===== src/rtl/sc_pkg.sv =====
package sc_pkg;
  typedef enum logic [1:0] {ST_IDLE, ST_DIV, ST_OUT} st_e;

  function automatic logic [1:0] sat_inc2(input logic [1:0] c);
    return (c == 2'd2) ? 2'd2 : c + 2'd1;
  endfunction
endpackage


===== src/rtl/sc_collector.sv =====
module sc_collector
  import sc_pkg::*;
#(
  parameter int AW = 8,
  parameter int DW = 8
) (
  input  logic                 clk,
  input  logic                 rst_n,
  input  logic                 in_valid,
  input  logic [AW-1:0]        in_addr,
  input  logic [DW-1:0]        in_data,
  input  logic                 in_last,
  output logic                 in_ready,
  input  logic                 back_idle,
  output logic                 emit,
  output logic [AW-1:0]        em_addr,
  output logic [4:0][DW-1:0]   em_d,
  output logic                 em_five
);
  logic                 active, flush;
  logic [AW-1:0]        last_addr;
  logic [DW-1:0]        h1, h2;
  logic [1:0]           hc;
  logic [AW-1:0]        cur_pa, nxt_pa;
  logic [4:0][DW-1:0]   cur_d, nxt_d;
  logic [1:0]           cur_nb, cur_na, nxt_nb, nxt_na;
  logic                 fire, contig, gap_close;

  assign in_ready  = back_idle && !flush;
  assign fire      = in_valid && in_ready;
  assign contig    = active && (in_addr == last_addr + AW'(1)) && (last_addr != '1);
  assign gap_close = fire && active && !contig;

  // cluster state after absorbing the offered sample
  always_comb begin
    nxt_pa = cur_pa; nxt_d = cur_d; nxt_nb = cur_nb; nxt_na = cur_na;
    if (!contig) begin
      nxt_pa = in_addr;
      nxt_d  = '0;
      nxt_d[2] = in_data;
      nxt_nb = 2'd0;
      nxt_na = 2'd0;
    end else if (in_data > cur_d[2]) begin
      nxt_pa   = in_addr;
      nxt_d[2] = in_data;
      nxt_d[1] = h1;
      nxt_d[0] = h2;
      nxt_d[3] = '0;
      nxt_d[4] = '0;
      nxt_nb   = hc;
      nxt_na   = 2'd0;
    end else if (cur_na == 2'd0) begin
      nxt_d[3] = in_data;
      nxt_na   = 2'd1;
    end else if (cur_na == 2'd1) begin
      nxt_d[4] = in_data;
      nxt_na   = 2'd2;
    end
  end

  always_comb begin
    emit = (flush && back_idle) || gap_close || (fire && in_last);
    if (flush || gap_close) begin
      em_addr = cur_pa; em_d = cur_d;
      em_five = (cur_nb == 2'd2) && (cur_na == 2'd2);
    end else begin
      em_addr = nxt_pa; em_d = nxt_d;
      em_five = (nxt_nb == 2'd2) && (nxt_na == 2'd2);
    end
  end

  always_ff @(posedge clk) begin
    if (!rst_n) begin
      active <= 1'b0; flush <= 1'b0; last_addr <= '0;
      h1 <= '0; h2 <= '0; hc <= 2'd0;
      cur_pa <= '0; cur_d <= '0; cur_nb <= 2'd0; cur_na <= 2'd0;
    end else begin
      if (flush && back_idle) flush <= 1'b0;
      if (fire) begin
        cur_pa    <= nxt_pa;
        cur_d     <= nxt_d;
        cur_nb    <= nxt_nb;
        cur_na    <= nxt_na;
        last_addr <= in_addr;
        h1        <= in_data;
        h2        <= contig ? h1 : '0;
        hc        <= contig ? sat_inc2(hc) : 2'd1;
        active    <= !in_last;
        if (gap_close && in_last) flush <= 1'b1;
      end
    end
  end
endmodule


===== src/rtl/sc_div.sv =====
module sc_div #(
  parameter int NW = 13
) (
  input  logic          clk,
  input  logic          rst_n,
  input  logic          start,
  input  logic [NW-1:0] dividend,
  input  logic [NW-1:0] divisor,
  output logic          done,
  output logic [NW-1:0] quo
);
  localparam int CW = $clog2(NW + 1);
  logic [NW-1:0] rem, dsr;
  logic [CW-1:0] cnt;
  logic          busy;
  logic [NW:0]   sh;

  assign sh  = {rem, quo[NW-1]};

  always_ff @(posedge clk) begin
    if (!rst_n) begin
      rem <= '0; quo <= '0; dsr <= '0; cnt <= '0; busy <= 1'b0; done <= 1'b0;
    end else begin
      done <= 1'b0;
      if (start) begin
        rem  <= '0;
        quo  <= dividend;
        dsr  <= divisor;
        cnt  <= CW'(NW);
        busy <= 1'b1;
      end else if (busy) begin
        if (sh >= {1'b0, dsr}) begin
          rem <= NW'(sh - {1'b0, dsr});
          quo <= {quo[NW-2:0], 1'b1};
        end else begin
          rem <= sh[NW-1:0];
          quo <= {quo[NW-2:0], 1'b0};
        end
        cnt <= cnt - CW'(1);
        if (cnt == CW'(1)) begin
          busy <= 1'b0;
          done <= 1'b1;
        end
      end
    end
  end
endmodule


===== src/rtl/strip_centroid.sv =====
module strip_centroid
  import sc_pkg::*;
#(
  parameter int AW = 8,
  parameter int DW = 8
) (
  input  logic          clk,
  input  logic          rst_n,
  input  logic          in_valid,
  output logic          in_ready,
  input  logic [AW-1:0] in_addr,
  input  logic [DW-1:0] in_data,
  input  logic          in_last,
  output logic          out_valid,
  input  logic          out_ready,
  output logic [AW+1:0] out_pos,
  output logic          out_five
);
  localparam int SW = DW + 4;   // signed weighted sum
  localparam int NW = SW + 1;   // dividend with two fraction bits
  localparam int PW = AW + 2;

  st_e                state;
  logic               emit, em_five, div_done, neg_q, start_div;
  logic [AW-1:0]      em_addr, base_q;
  logic [4:0][DW-1:0] em_d;
  logic signed [SW-1:0] e [5];
  logic signed [SW-1:0] num_s, mag;
  logic [NW-1:0]      den, dividend, quo;
  logic [PW-1:0]      pos_q, off;

  sc_collector #(.AW(AW), .DW(DW)) u_col (
    .clk(clk), .rst_n(rst_n), .in_valid(in_valid), .in_addr(in_addr),
    .in_data(in_data), .in_last(in_last), .in_ready(in_ready),
    .back_idle(state == ST_IDLE), .emit(emit), .em_addr(em_addr),
    .em_d(em_d), .em_five(em_five)
  );

  for (genvar k = 0; k < 5; k++) begin : g_ext
    assign e[k] = SW'(em_d[k]);
  end

  always_comb begin
    if (em_five) begin
      num_s = e[2] + e[3] + e[3] + e[4] + e[4] + e[4] - e[0];
      den   = NW'(em_d[0]) + NW'(em_d[1]) + NW'(em_d[2]) + NW'(em_d[3]) + NW'(em_d[4]);
    end else begin
      num_s = e[3] - e[1];
      den   = NW'(em_d[1]) + NW'(em_d[2]) + NW'(em_d[3]);
    end
    mag      = num_s[SW-1] ? -num_s : num_s;
    dividend = {mag[SW-2:0], 2'b00};
  end

  assign start_div = emit && (den != '0);

  sc_div #(.NW(NW)) u_div (
    .clk(clk), .rst_n(rst_n), .start(start_div), .dividend(dividend),
    .divisor(den), .done(div_done), .quo(quo)
  );

  assign off = neg_q ? -PW'(quo) : PW'(quo);

  always_ff @(posedge clk) begin
    if (!rst_n) begin
      state <= ST_IDLE; pos_q <= '0; out_five <= 1'b0; neg_q <= 1'b0; base_q <= '0;
    end else begin
      unique case (state)
        ST_IDLE: if (emit) begin
          out_five <= em_five;
          if (den == '0) begin
            pos_q <= {em_addr, 2'b00};
            state <= ST_OUT;
          end else begin
            neg_q  <= num_s[SW-1];
            base_q <= em_five ? em_addr - AW'(1) : em_addr;
            state  <= ST_DIV;
          end
        end
        ST_DIV: if (div_done) begin
          pos_q <= {base_q, 2'b00} + off;
          state <= ST_OUT;
        end
        ST_OUT: if (out_ready) state <= ST_IDLE;
        default: state <= ST_IDLE;
      endcase
    end
  end

  assign out_valid = (state == ST_OUT);
  assign out_pos   = pos_q;
endmodule


===== config.mk =====
export PLATFORM = sky130hd
export DESIGN_NAME = strip_centroid
export DESIGN_NICKNAME = d
export VERILOG_FILES = /design/src/rtl/sc_pkg.sv /design/src/rtl/sc_collector.sv /design/src/rtl/sc_div.sv /design/src/rtl/strip_centroid.sv
export SDC_FILE = /design/constraint.sdc
export NUM_CORES = 1
export LEC_CHECK = 0
export ABC_AREA = 1
export BUFFER_PORTS_ARGS = -buffer_cell sky130_fd_sc_hd__buf_2
export CORE_UTILIZATION = 43
export DETAILED_ROUTE_END_ITERATION = 7
export HOLD_SLACK_MARGIN = 0.12
export PLACE_DENSITY_LB_ADDON = 0.08
export SYNTH_ARGS = -nofsm -noshare
export SYNTH_HDL_FRONTEND = slang
export SYNTH_SLANG_ARGS = --single-unit
export TNS_END_PERCENT = 20

===== constraint.sdc =====
create_clock -name clk -period 8.9 [get_ports clk]
set_clock_uncertainty 0.15 [all_clocks]
set_input_delay 0 -clock clk [delete_from_list [all_inputs] [get_ports clk]]
set_output_delay 0 -clock clk [all_outputs]
set_load 0.05 [all_outputs]

==> impl_metrics.ini <==
[drt]
drt_iter0_drc = 700
dr_total_vias = 10750
drc = 0
postRouteWirelength_mm = 31.59
dr.pass1.iters = 5
vias_per_cell = 5.098
ant_nets = 0
wl_per_cell_um = 14.98

[power]
pwr-share-comb = 0.524
switching_share = 0.4480
seqPwrFrac = 0.247
power.share.clock = 0.229
p_leak_nw = 6.377
peakVddDrop_v = 0.0001429
internal_power_mw = 1.863
p_switching_mw = 1.512
p_per_area_mw_per_mm2 = 258.5

[global_routing]
grt_util_all_layers = 0.2352
grt_overflow = 0
antenna_found_initial = 0
grt_pass1_wl_mm = 52.44
grt_pass1_vias = 10210
grt_max_degree = 96

[placed_design]
dp_hpwl_mm = 23.52
post-place-ws_ns = 1.257
io_buffers = 33
postPlaceCellArea_mm2 = 0.01216
place.gp.congestion = 0.9065

[clocking]
worstSkewPairLatency_ns = 0.44
path_clk_slew_ns = 0.07
cts_max_level = 4
cts_tree = built
numCtsBuffers = 17
cts_root_buffer = clkbuf_16
clk_path_buf_depth = 2
cts_sinks = 145

[sta]
finalHoldViolCount = 0
grt_setup_unrepaired = false
period_needed_ns = 7.724
hold_ws_ns = 0.1332
layout_setup_ws_ns = 1.176
worst_slew_pin_slew_ns = 1.042
fmax_ghz = 0.1295
max_slew_margin = 0.3047
drv_slew = 0
setup_viol = 0
timing.setup.tns_ns = 0
fin_crit_sh = 0.8679

[synthesis]
synth-xor-area-share = 0.03873
synth.area.mux_share = 0.002553
synth_edf_count = 0
ys.flop_type = dfxtp_1
synth_top_cell_by_area = dfxtp_1
yosys.cell_types.count = 48
synthTopCellsByCount = nand2_1 (381), inv_1 (259), o21ai_0 (192)
synth_seq_area_share = 0.2468
synthTopCellsByArea = dfxtp_1 (25%), nand2_1 (12%), fa_1 (9.7%), inv_1 (8.3%), ha_1 (8.2%)
ys_ff_latch = 145
synth_compound_area_frac = 0.1929
synth_top_area_frac = 0.2468
synthArstFlopShare = 0
yosysWarnings = 0
synth_fp_nets = 1890
syn_avg_cell_area_um2 = 6.778
netlist_area_mm2 = 0.01176
yosys.area_share.adder = 0.1790
netlist_instances = 1735
synthSimpleGateAreaFrac = 0.2284
synth.most_common_cell = nand2_1
synth_top_family_by_area = simple AND/OR/NAND/NOR gates

[worst_hold_path]
min-delay-start = rst_n
worstHoldPathType = in -> reg

[worst_setup_path]
setup.worst_path.start_class = register
critPathSlowestCell = nor2_4
r2r-start = u_col.last_addr[0]$_SDFFE_PN0P_
max_stage_delay_ns = 0.60
endpoint_kind = register
crit_start = u_col.last_addr[0]$_SDFFE_PN0P_
critPathArrivalTime_ns = 7.91
cp_max_fo = 49
cp.required_ns = 9.08
criticalPathCategory = reg -> reg
r2r_slack_ns = 1.18
path_common_cell = nand2_1

[die]
die_w_um = 167.4
start_util = 0.4376
dieArea_mm2 = 0.02801
io_pins = 34
core_mm2 = 0.02688
die-height_um = 167.4
rows = 60

[final_layout]
synthToLayoutAreaGrowth_pct = 11.00
n_antenna_cell = 0
drive_gt1_frac = 0.06391
nNetsFinal = 1912
final_area_mm2 = 0.01305

[outcome]
status = finished clean

[job]
maxCapViolations = 0
==> flip-flops by register name, indices dropped and copies added (netlist names), 4 cells and up <==
name and flops:
u_col.cur_pa 8, u_col.cur_d 40, u_col.last_addr 8, out_pos 10, u_col.h1 8, u_div.dsr 11
u_col.h2 8, base_q 8, u_div.cnt 4, u_div.rem 13, u_div.quo 13
==> power by group through the flow <==
stage | Sequential (mW) | Clock [mW] | Combinational (mW)
2_1_floorplan | 0.837 | 0 | 1.36
3_3_place_gp | 0.847 | 0 | 1.75
3_5_place_dp | 0.846 | 0 | 1.75
4_1_cts | 0.833 | 0.789 | 1.78
5_1_grt | 0.849 | 0.816 | 2.03
6_report | 0.834 | 0.774 | 1.77
==> routing by layer <==
metal	vias to the layer above	global-route usage	share of wire
li1	5642	-	-
met1	4924	0.3149	0.48
met2	156	0.3922	0.47
met3	30	0.03333	0.029
met4	0	0.06980	0.019
met5	-	0	0
==> area by class of cell <==
class	count	area, µm²
fillers	2728	13820
multi-input cells	1252	7547
flip-flops and latches	145	2903
inverters	263	987.2
repair buffers	78	573.1
clock buffers	21	460.4
well taps	341	426.7
clock inverters	9	156.4
==> what timing repair did <==
| item | 4_1_cts | 5_1_grt |
|---|---|---|
| endpoints found under the hold margin | 63 | 0 |
| hold buffers | 28 | 0 |
| resized for setup | 0 | 0 |
| setup buffers | 0 | 0 |
==> per-stage QoR <==
stage,total power [mW],util,cells
finish,3.375,0.4857,2109
global route,3.696,0.4857,2109
CTS,3.401,0.4857,2109
detailed placement,2.600,0.4523,2051
global placement,2.593,0.4523,2051
floorplan,2.200,-,1735
==> worst max-delay path, delay by kind of cell, from the launching register on <==
family	cells	cell delay (ns)
simple gates	21	3.02
fa+ha+maj	5	2.21
flops	1	0.39
buf+inv	2	0.37
xor+xnor	1	0.14
compound gates	7	1.30
==> cell families (layout without fill, tap and decap cells) <==
group	count (synthesis)	in the layout
AOI/OAI and AO/OA	424	424
xor gates and xnor gates	52	52
adders and majority gates	134	134
buffers and inverters	338	371
DFF	145	145
muxes	3	3
and+or+nand+nor	639	639
==> final timing paths <==
path | endpoint | cells after the start
worst max-delay path | u_div.cnt[1]$_SDFFE_PP0P_ | 36
worst min-delay path | out_pos[7]$_SDFFE_PN0P_ | 4
worst max register to register | u_div.cnt[1]$_SDFFE_PP0P_ | 36
worst min register to register | u_col.h1[4]$_SDFFE_PN0P_ | 2
==> cell usage in the layout (no fill, tap or decap), types with 17 or more instances in the layout <==
cell type	n
fa_1	57
buf_4	17
nor2_1	114
dfxtp_1	145
o21ai_0	192
inv_1	258
xor2_1	38
nand2_1	380
nand3_1	85
dlygate4sd3_1	28
clkbuf_16	17
ha_1	77
buf_2	33
a21oi_1	172
o211ai_1	19
Power figures use the tool's default switching activity.
